**src/rtl/simd_cav_pkg.sv**
```systemverilog
package simd_cav_pkg;

    localparam logic [7:0] PFX_OPSIZE = 8'h66;
    localparam logic [7:0] ESC_TWO    = 8'h0F;
    localparam logic [7:0] OPC_EQ8    = 8'h74;
    localparam logic [7:0] OPC_EQ16   = 8'h75;
    localparam logic [7:0] OPC_EQ32   = 8'h76;
    localparam logic [7:0] OPC_GT8    = 8'h64;
    localparam logic [7:0] OPC_AVG16  = 8'hE3;

    typedef enum logic [2:0] {
        OPK_EQ8   = 3'd0,
        OPK_EQ16  = 3'd1,
        OPK_EQ32  = 3'd2,
        OPK_GT8   = 3'd3,
        OPK_AVG16 = 3'd4,
        OPK_BAD   = 3'd5
    } op_kind_e;

    typedef enum logic {
        ST_IDLE   = 1'b0,
        ST_RESULT = 1'b1
    } fsm_state_e;

endpackage

```
**src/rtl/simd_cav_decode.sv**
```systemverilog
module simd_cav_decode
    import simd_cav_pkg::*;
(
    input  logic [7:0] op_prefix,
    input  logic [7:0] op_escape,
    input  logic [7:0] op_code,
    output op_kind_e   kind
);

    logic frame_ok;

    assign frame_ok = (op_prefix == PFX_OPSIZE) && (op_escape == ESC_TWO);

    always_comb begin
        kind = OPK_BAD;
        if (frame_ok) begin
            unique case (op_code)
                OPC_EQ8:   kind = OPK_EQ8;
                OPC_EQ16:  kind = OPK_EQ16;
                OPC_EQ32:  kind = OPK_EQ32;
                OPC_GT8:   kind = OPK_GT8;
                OPC_AVG16: kind = OPK_AVG16;
                default:   kind = OPK_BAD;
            endcase
        end
    end

endmodule

```
**src/rtl/simd_cav_lane_cmp.sv**
```systemverilog
module simd_cav_lane_cmp #(
    parameter int DATA_W = 128,
    parameter int LANE_W = 8,
    parameter bit CMP_GT = 1'b0
) (
    input  logic [DATA_W-1:0] a,
    input  logic [DATA_W-1:0] b,
    output logic [DATA_W-1:0] mask
);

    localparam int N_LANES = DATA_W / LANE_W;

    for (genvar i = 0; i < N_LANES; i++) begin : g_lane
        logic [LANE_W-1:0] la;
        logic [LANE_W-1:0] lb;
        logic              hit;

        assign la = a[i*LANE_W +: LANE_W];
        assign lb = b[i*LANE_W +: LANE_W];

        if (CMP_GT) begin : g_gt
            assign hit = $signed(la) > $signed(lb);
        end else begin : g_eq
            assign hit = (la == lb);
        end

        assign mask[i*LANE_W +: LANE_W] = {LANE_W{hit}};
    end

endmodule

```
**src/rtl/simd_cav_avg.sv**
```systemverilog
module simd_cav_avg #(
    parameter int DATA_W = 128,
    parameter int LANE_W = 16
) (
    input  logic [DATA_W-1:0] a,
    input  logic [DATA_W-1:0] b,
    output logic [DATA_W-1:0] avg
);

    localparam int N_LANES = DATA_W / LANE_W;
    localparam int SUM_W   = LANE_W + 1;

    for (genvar i = 0; i < N_LANES; i++) begin : g_lane
        logic [SUM_W-1:0] wa;
        logic [SUM_W-1:0] wb;

        assign wa = {1'b0, a[i*LANE_W +: LANE_W]};
        assign wb = {1'b0, b[i*LANE_W +: LANE_W]};
        assign avg[i*LANE_W +: LANE_W] = LANE_W'((wa + wb + SUM_W'(1)) >> 1);
    end

endmodule

```
**src/rtl/simd_cmpavg_unit.sv**
```systemverilog
module simd_cmpavg_unit
    import simd_cav_pkg::*;
#(
    parameter int DATA_W = 128
) (
    input  logic              clk,
    input  logic              rst_n,
    input  logic              in_valid,
    output logic              in_ready,
    input  logic [7:0]        op_prefix,
    input  logic [7:0]        op_escape,
    input  logic [7:0]        op_code,
    input  logic [DATA_W-1:0] src_a,
    input  logic [DATA_W-1:0] src_b,
    output logic              out_valid,
    output logic [DATA_W-1:0] result,
    output logic              illegal
);

    op_kind_e          kind;
    fsm_state_e        state_q;
    fsm_state_e        state_d;
    logic              accept;
    logic [DATA_W-1:0] eq8_m;
    logic [DATA_W-1:0] eq16_m;
    logic [DATA_W-1:0] eq32_m;
    logic [DATA_W-1:0] gt8_m;
    logic [DATA_W-1:0] avg_v;
    logic [DATA_W-1:0] sel_v;
    logic [DATA_W-1:0] result_q;
    logic              illegal_q;

    assign in_ready = 1'b1;
    assign accept   = in_valid && in_ready;

    simd_cav_decode u_dec (
        .op_prefix (op_prefix),
        .op_escape (op_escape),
        .op_code   (op_code),
        .kind      (kind)
    );

    simd_cav_lane_cmp #(.DATA_W(DATA_W), .LANE_W(8), .CMP_GT(1'b0)) u_eq8 (
        .a(src_a), .b(src_b), .mask(eq8_m)
    );

    simd_cav_lane_cmp #(.DATA_W(DATA_W), .LANE_W(16), .CMP_GT(1'b0)) u_eq16 (
        .a(src_a), .b(src_b), .mask(eq16_m)
    );

    simd_cav_lane_cmp #(.DATA_W(DATA_W), .LANE_W(32), .CMP_GT(1'b0)) u_eq32 (
        .a(src_a), .b(src_b), .mask(eq32_m)
    );

    simd_cav_lane_cmp #(.DATA_W(DATA_W), .LANE_W(8), .CMP_GT(1'b1)) u_gt8 (
        .a(src_a), .b(src_b), .mask(gt8_m)
    );

    simd_cav_avg #(.DATA_W(DATA_W), .LANE_W(16)) u_avg (
        .a(src_a), .b(src_b), .avg(avg_v)
    );

    // Result select: an unrecognised opcode passes the destination through.
    always_comb begin
        unique case (kind)
            OPK_EQ8:   sel_v = eq8_m;
            OPK_EQ16:  sel_v = eq16_m;
            OPK_EQ32:  sel_v = eq32_m;
            OPK_GT8:   sel_v = gt8_m;
            OPK_AVG16: sel_v = avg_v;
            default:   sel_v = src_a;
        endcase
    end

    // Next-state logic of the result slot controller.
    always_comb begin
        state_d = state_q;
        unique case (state_q)
            ST_IDLE:   state_d = accept ? ST_RESULT : ST_IDLE;
            ST_RESULT: state_d = accept ? ST_RESULT : ST_IDLE;
            default:   state_d = ST_IDLE;
        endcase
    end

    // State register.
    always_ff @(posedge clk) begin
        if (!rst_n) begin
            state_q <= ST_IDLE;
        end else begin
            state_q <= state_d;
        end
    end

    // Result register, loaded only on acceptance.
    always_ff @(posedge clk) begin
        if (!rst_n) begin
            result_q  <= '0;
            illegal_q <= 1'b0;
        end else if (accept) begin
            result_q  <= sel_v;
            illegal_q <= (kind == OPK_BAD);
        end
    end

    // Outputs.
    always_comb begin
        out_valid = (state_q == ST_RESULT);
        result    = result_q;
        illegal   = illegal_q;
    end

endmodule

```
**config.mk**
```make
export PLATFORM = sky130hd
export DESIGN_NAME = simd_cmpavg_unit
export DESIGN_NICKNAME = d
export VERILOG_FILES = /design/src/rtl/simd_cav_pkg.sv /design/src/rtl/simd_cav_decode.sv /design/src/rtl/simd_cav_lane_cmp.sv /design/src/rtl/simd_cav_avg.sv /design/src/rtl/simd_cmpavg_unit.sv
export SDC_FILE = /design/constraint.sdc
export NUM_CORES = 1
export LEC_CHECK = 0
export ABC_AREA = 1
export BUFFER_PORTS_ARGS = -buffer_cell sky130_fd_sc_hd__buf_2
export CORE_MARGIN = 2
export CORE_UTILIZATION = 51
export DETAILED_ROUTE_END_ITERATION = 8
export GPL_TIMING_DRIVEN = 0
export PLACE_DENSITY = 0.81
export SLEW_MARGIN = 20
export SYNTH_ARGS = -nofsm -noshare
export SYNTH_HDL_FRONTEND = slang
export SYNTH_SLANG_ARGS = --single-unit
```
**constraint.sdc**
```tcl
create_clock -name clk -period 2 [get_ports clk]
set_input_delay 0.3 -clock clk [delete_from_list [all_inputs] [get_ports clk]]
set_output_delay 0.3 -clock clk [all_outputs]
set_load 0.02 [all_outputs]
```
# Word level (Yosys, flattened, before mapping)
# Cells that the tools add are included.
# totals
regBits,130
input_bits,283
out_inout_bits,131
word_cells,81
# op_classes
n_addsub,16
magnitude_cmp,16
eq_ne,40
muxes,4
reduce_logical,2
# op_table
operator,n
$pmux 128 s5,1
$add 16x16->17,8
$add 17x1->17 const B,8
$eq 16x16->1,8
$eq 32x32->1,4
$eq 8x8->1,16
$gt 8x8->1,16
$eq 8x7->1 const B,5
$pmux 3 s5,1
$eq 8x4->1 const B,1
$eq 8x8->1 const B,1
$eq 3x2->1 const B,2
$eq 3x3->1 const B,2
$eq 3x1->1 const B,1
$logic_not 3->1,1
$mux 3,1
$logic_and 1x1->1,1
$mux 1,1

# Depth between registers and ports, before layout
# logic_depth
word_depth,5
depth_mapped,18

# By module
# A second synthesis with hierarchy kept.
# hier_totals
hier_cells,6703
area_unflattened_um2,34710.8
# by_module_without_submodules
mod,instances,cells_each,area_each_um2
simd_cmpavg_unit,1,2266,12375.6
simd_cav_avg,1,1466,7382.1
simd_cav_lane_cmp at u_gt8,1,749,4603.2
simd_cav_lane_cmp at u_eq8,1,832,3603.5
simd_cav_lane_cmp at u_eq32,1,800,3543.4
simd_cav_lane_cmp at u_eq16,1,536,2932.8
simd_cav_decode,1,54,270.3

# Worst setup path after synthesis
# No wires, ideal clock.
# synth_timing
path_type,input to register
from,input port src_a[96]
to,"register result_q[103], in the netlist result[103]"
setup_time_ps,112
arrival_ps,1856
path_slack_ps,31
path_stages,13
path_buffers,0
path_cell_list,inv_1 -> ha_1 -> fa_1 -> o21ai_0 -> nand2_1 -> nand2_1 -> inv_1 -> nor2_1 -> nor2_1 -> a21oi_1 -> nand3_1 -> nand2_1 -> nand2_1
# synth_between
elab_chain_len,3
word_cells_on_any_way,7
# synth_lines
item,line,rtl
from (decl),simd_cmpavg_unit.sv:13,"input logic [DATA_W-1:0] src_a,"
$add 16x16->17,simd_cav_avg.sv:19,assign avg[i*LANE_W +: LANE_W] = LANE_W'((wa + wb + SUM_W'(1)) >> 1);
$add 17x1->17,simd_cav_avg.sv:19,
$pmux 128 s5 (*),simd_cmpavg_unit.sv:65,unique case (kind)
to (signal assigned),simd_cmpavg_unit.sv:100,result_q <= sel_v;
to (decl),simd_cmpavg_unit.sv:30,logic [DATA_W-1:0] result_q;
# Every way passes the cells marked *; elsewhere a longest branch is shown, timed or not.
# A chain may end at the register's enable or synchronous reset.

==> impl_metrics.toml <==
[power_and_ir_drop]
power_leakage_nw = 11.99
peakVddDrop_v = 0.0006274
total_power_mw = 9.812
p_per_area_mw_per_mm2 = 461.0

[sta]
relSlewSlack_pct = 26.01
finalCritPeriodShare_pct = 96.54
finalHoldViolations = 0
drv_slew = 0
holdWs_ns = 0.1963
fmax_ghz = 0.5179
fin_tns_setup_ns = 0
min_period_ns = 1.931
finalSetupViolCount = 0
worst_pin_slew_ns = 1.110
rsz0062_at_grt = "yes"
clock_skew_ns = 0

[synth]
ys_warn_count = 0
synth-compound-area-share_pct = 9.863
synth_top_cell_by_area = "nand2_1"
postSynthAreaPerCell_um2 = 5.683
synth_ff_type = "dfxtp_1"
ys_seq_elements = 130
ys_async_sr_fraction_pct = 0
netlist_top_cells_area = "nand2_1 (20%), ha_1 (18%), dfxtp_1 (15%)"
yosysSeqAreaShare_pct = 14.83
syn_area_mm2 = 0.01754
syn_inst = 3087
synth_edf_count = 0
synth_top_family_by_area = "simple AND/OR/NAND/NOR gates"
synth_mux_area_share_pct = 0
synthAdderAreaFrac_pct = 19.17
synth_top_area_share_pct = 19.66
yosys.cell_count.top_type = "nand2_1"
synth_top_cells_by_count = "nand2_1 (919), nor2_1 (476), inv_1 (424)"
syn-num-nets = 3634
synth_simple_gate_area_share_pct = 43.48
yosysUniqueCellTypes = 39
synth_xor_xnor_area_share_pct = 1.448

[worst_setup_path]
critical_path_required_ns = 2.34
crit_path_end_kind = "flop"
cp-start-kind = "input pin"
r2r-start = "result[81]$_SDFFE_PN0P_"
path_cells = "buf_2, nand2_1, clkbuf_1, clkbuf_1, nor2_1, nand2_1, nand2_1"
reg2reg_slack_ns = 1.36
crit_path_end = "result[74]$_SDFFE_PN0P_"
cp_max_fo = 10
crit_arrival_ns = 2.27
reg2regPathDepth = 2
cp-startpoint = "rst_n"
max_stage_delay_ns = 0.85
worstSetupPathType = "input pin to flop"
crit_path_frequent_cell = "nand2_1"
timing.rr.end = "result[81]$_SDFFE_PN0P_"
critPathSlowestCell = "clkbuf_1"

[clock_network]
cts_hold_buf = 0
cts_tree = "yes"
clockBufferDepth = 2
clk_pin_slew_ns = 0.06
cts_sinks = 130
clock_latency_ns = 0.45
cts_buffers = 17
root_buffer = "clkbuf_16"
h-tree-depth = 4

[status]
status = "complete, no violations"

[route]
firstDrtPassIters = 8
num_vias = 21240
totalWireLength_mm = 63.06
post_drt_wl_per_cell_um = 15.72
avgViaCountPerCell = 5.295
ant_nets = 0
drtIter0Drc = 1529
drc = 0

[floorplanning]
num_rows = 67
die_w_um = 189.5
pin_count = 414
start_util_pct = 52.06
die_h_um = 189.5
dieArea_mm2 = 0.03590
core_mm2 = 0.03370

[final_layout]
register_area_mm2 = 0.002603
areaGrowthSynthToFinish_pct = 21.33
drive_gt1_share_pct = 16.63
multi_input_area_mm2 = 0.01330
final_core_util_pct = 63.17
final_area_mm2 = 0.02129
nNetsFinal = 4076
fillers = 3499

[flow_run]
cap_violations = 0

[global_routing]
grt_pass1_wl_mm = 97.26
grt_pass1_vias = 19200
grt_max_degree = 17
track_usage_pct = 34.07
overflow = 0
grt_antenna_before_repair = 26

[placement]
globalplace.congestion = 1.004
portBuffers = 412
place_area_mm2 = 0.02017
post-dp-hpwl_mm = 50.18

[hold_path]
hold_depth = 5
hold_path_class = "input pin to flop"
worst min-delay path by stage:
stage                     slack [ns]                  endpoint                    start
after detailed placement        0.43   result[21]$_SDFFE_PN0P_  result[21]$_SDFFE_PN0P_
after CTS                       0.18   result[99]$_SDFFE_PN0P_                src_a[99]
after global routing            0.22  result[119]$_SDFFE_PN0P_               src_a[119]
final                           0.20   result[99]$_SDFFE_PN0P_                src_a[99]
after floorplan                 0.51  result[118]$_SDFFE_PN0P_               src_a[118]
after global placement          0.43    result[7]$_SDFFE_PN0P_   result[7]$_SDFFE_PN0P_
worst max-delay path, delay by kind of cell:
kind,cells,cell delay (ns)
AND/OR/NAND/NOR,4,0.45
buffers and inverters,3,1.51
flip-flops by register name (all words and copies together) (netlist names):
| register | count |
|---|---|
| result | 128 |
| illegal | 1 |
| out_valid | 1 |
area by class of cell:
| class | instances | area share [%] |
|---|---|---|
| flip-flops and latches | 130 | 12.23 |
| well taps | 448 | 2.633 |
| clock buffers | 22 | 2.134 |
| multi-input cells | 2451 | 62.48 |
| plain buffers | 69 | 1.740 |
| diodes | 22 | 0.2586 |
| inverters | 431 | 7.612 |
| repair buffers | 429 | 10.40 |
| clock inverters | 10 | 0.5114 |
routing by layer:
metal	vias up	part of all wire, %	track usage, %
met3	165	8.1	4.930
li1	10690	-	-
met2	893	45	55.90
met4	14	4.0	14.64
met5	-	0.13	0
met1	9478	43	44.54
through the flow:
stage | std cells | setup slack, ns
floorplan | 3087 | 0.03137
global placement | 3947 | -1.102
detailed placement | 3947 | -1.154
CTS | 3986 | -0.1039
global route | 4007 | -0.03543
finish | 4012 | 0.06913
layout by cell type, fill, tap and decap left out, types with 9 or more instances in the layout:
cell type,count
dfxtp_1,130
nand4_1,29
o21a_1,10
nor2_1,457
a21o_1,20
o21bai_1,22
ha_1,247
xor2_1,24
nand3_1,330
clkbuf_1,33
nor2_2,13
nand2_1,901
inv_1,423
nand2_2,17
buf_4,23
ha_2,9
nor3_1,34
o21ai_0,63
a31oi_1,13
diode_2,22
a21oi_1,167
nor2_4,19
clkbuf_16,17
buf_2,427
nor4_1,16
nor3_2,9
cells by family (layout without fill, tap and decap cells):
| group | Yosys count | in the layout |
|---|---|---|
| XOR/XNOR | 29 | 29 |
| buffers and inverters | 506 | 961 |
| other | 1 | 23 |
| adder cells (fa/ha/maj) | 264 | 264 |
| flip-flops | 130 | 130 |
| AO/OA/AOI/OAI | 310 | 310 |
| AND/OR/NAND/NOR | 1847 | 1847 |
report_power, final:
group          switching, mW  internal [mW]
Clock                   1.31           1.86
Combinational           2.46           1.36
Sequential            0.0820           2.75
Total                   3.85           5.96
timing repair:
item | CTS | global route
buffers inserted | 9 | 8
pin swaps | 3 | 8
resized for setup | 29 | 97
gates cloned | 0 | 0
setup endpoints to repair | 123 | 128
Power figures use the tool's default switching activity.
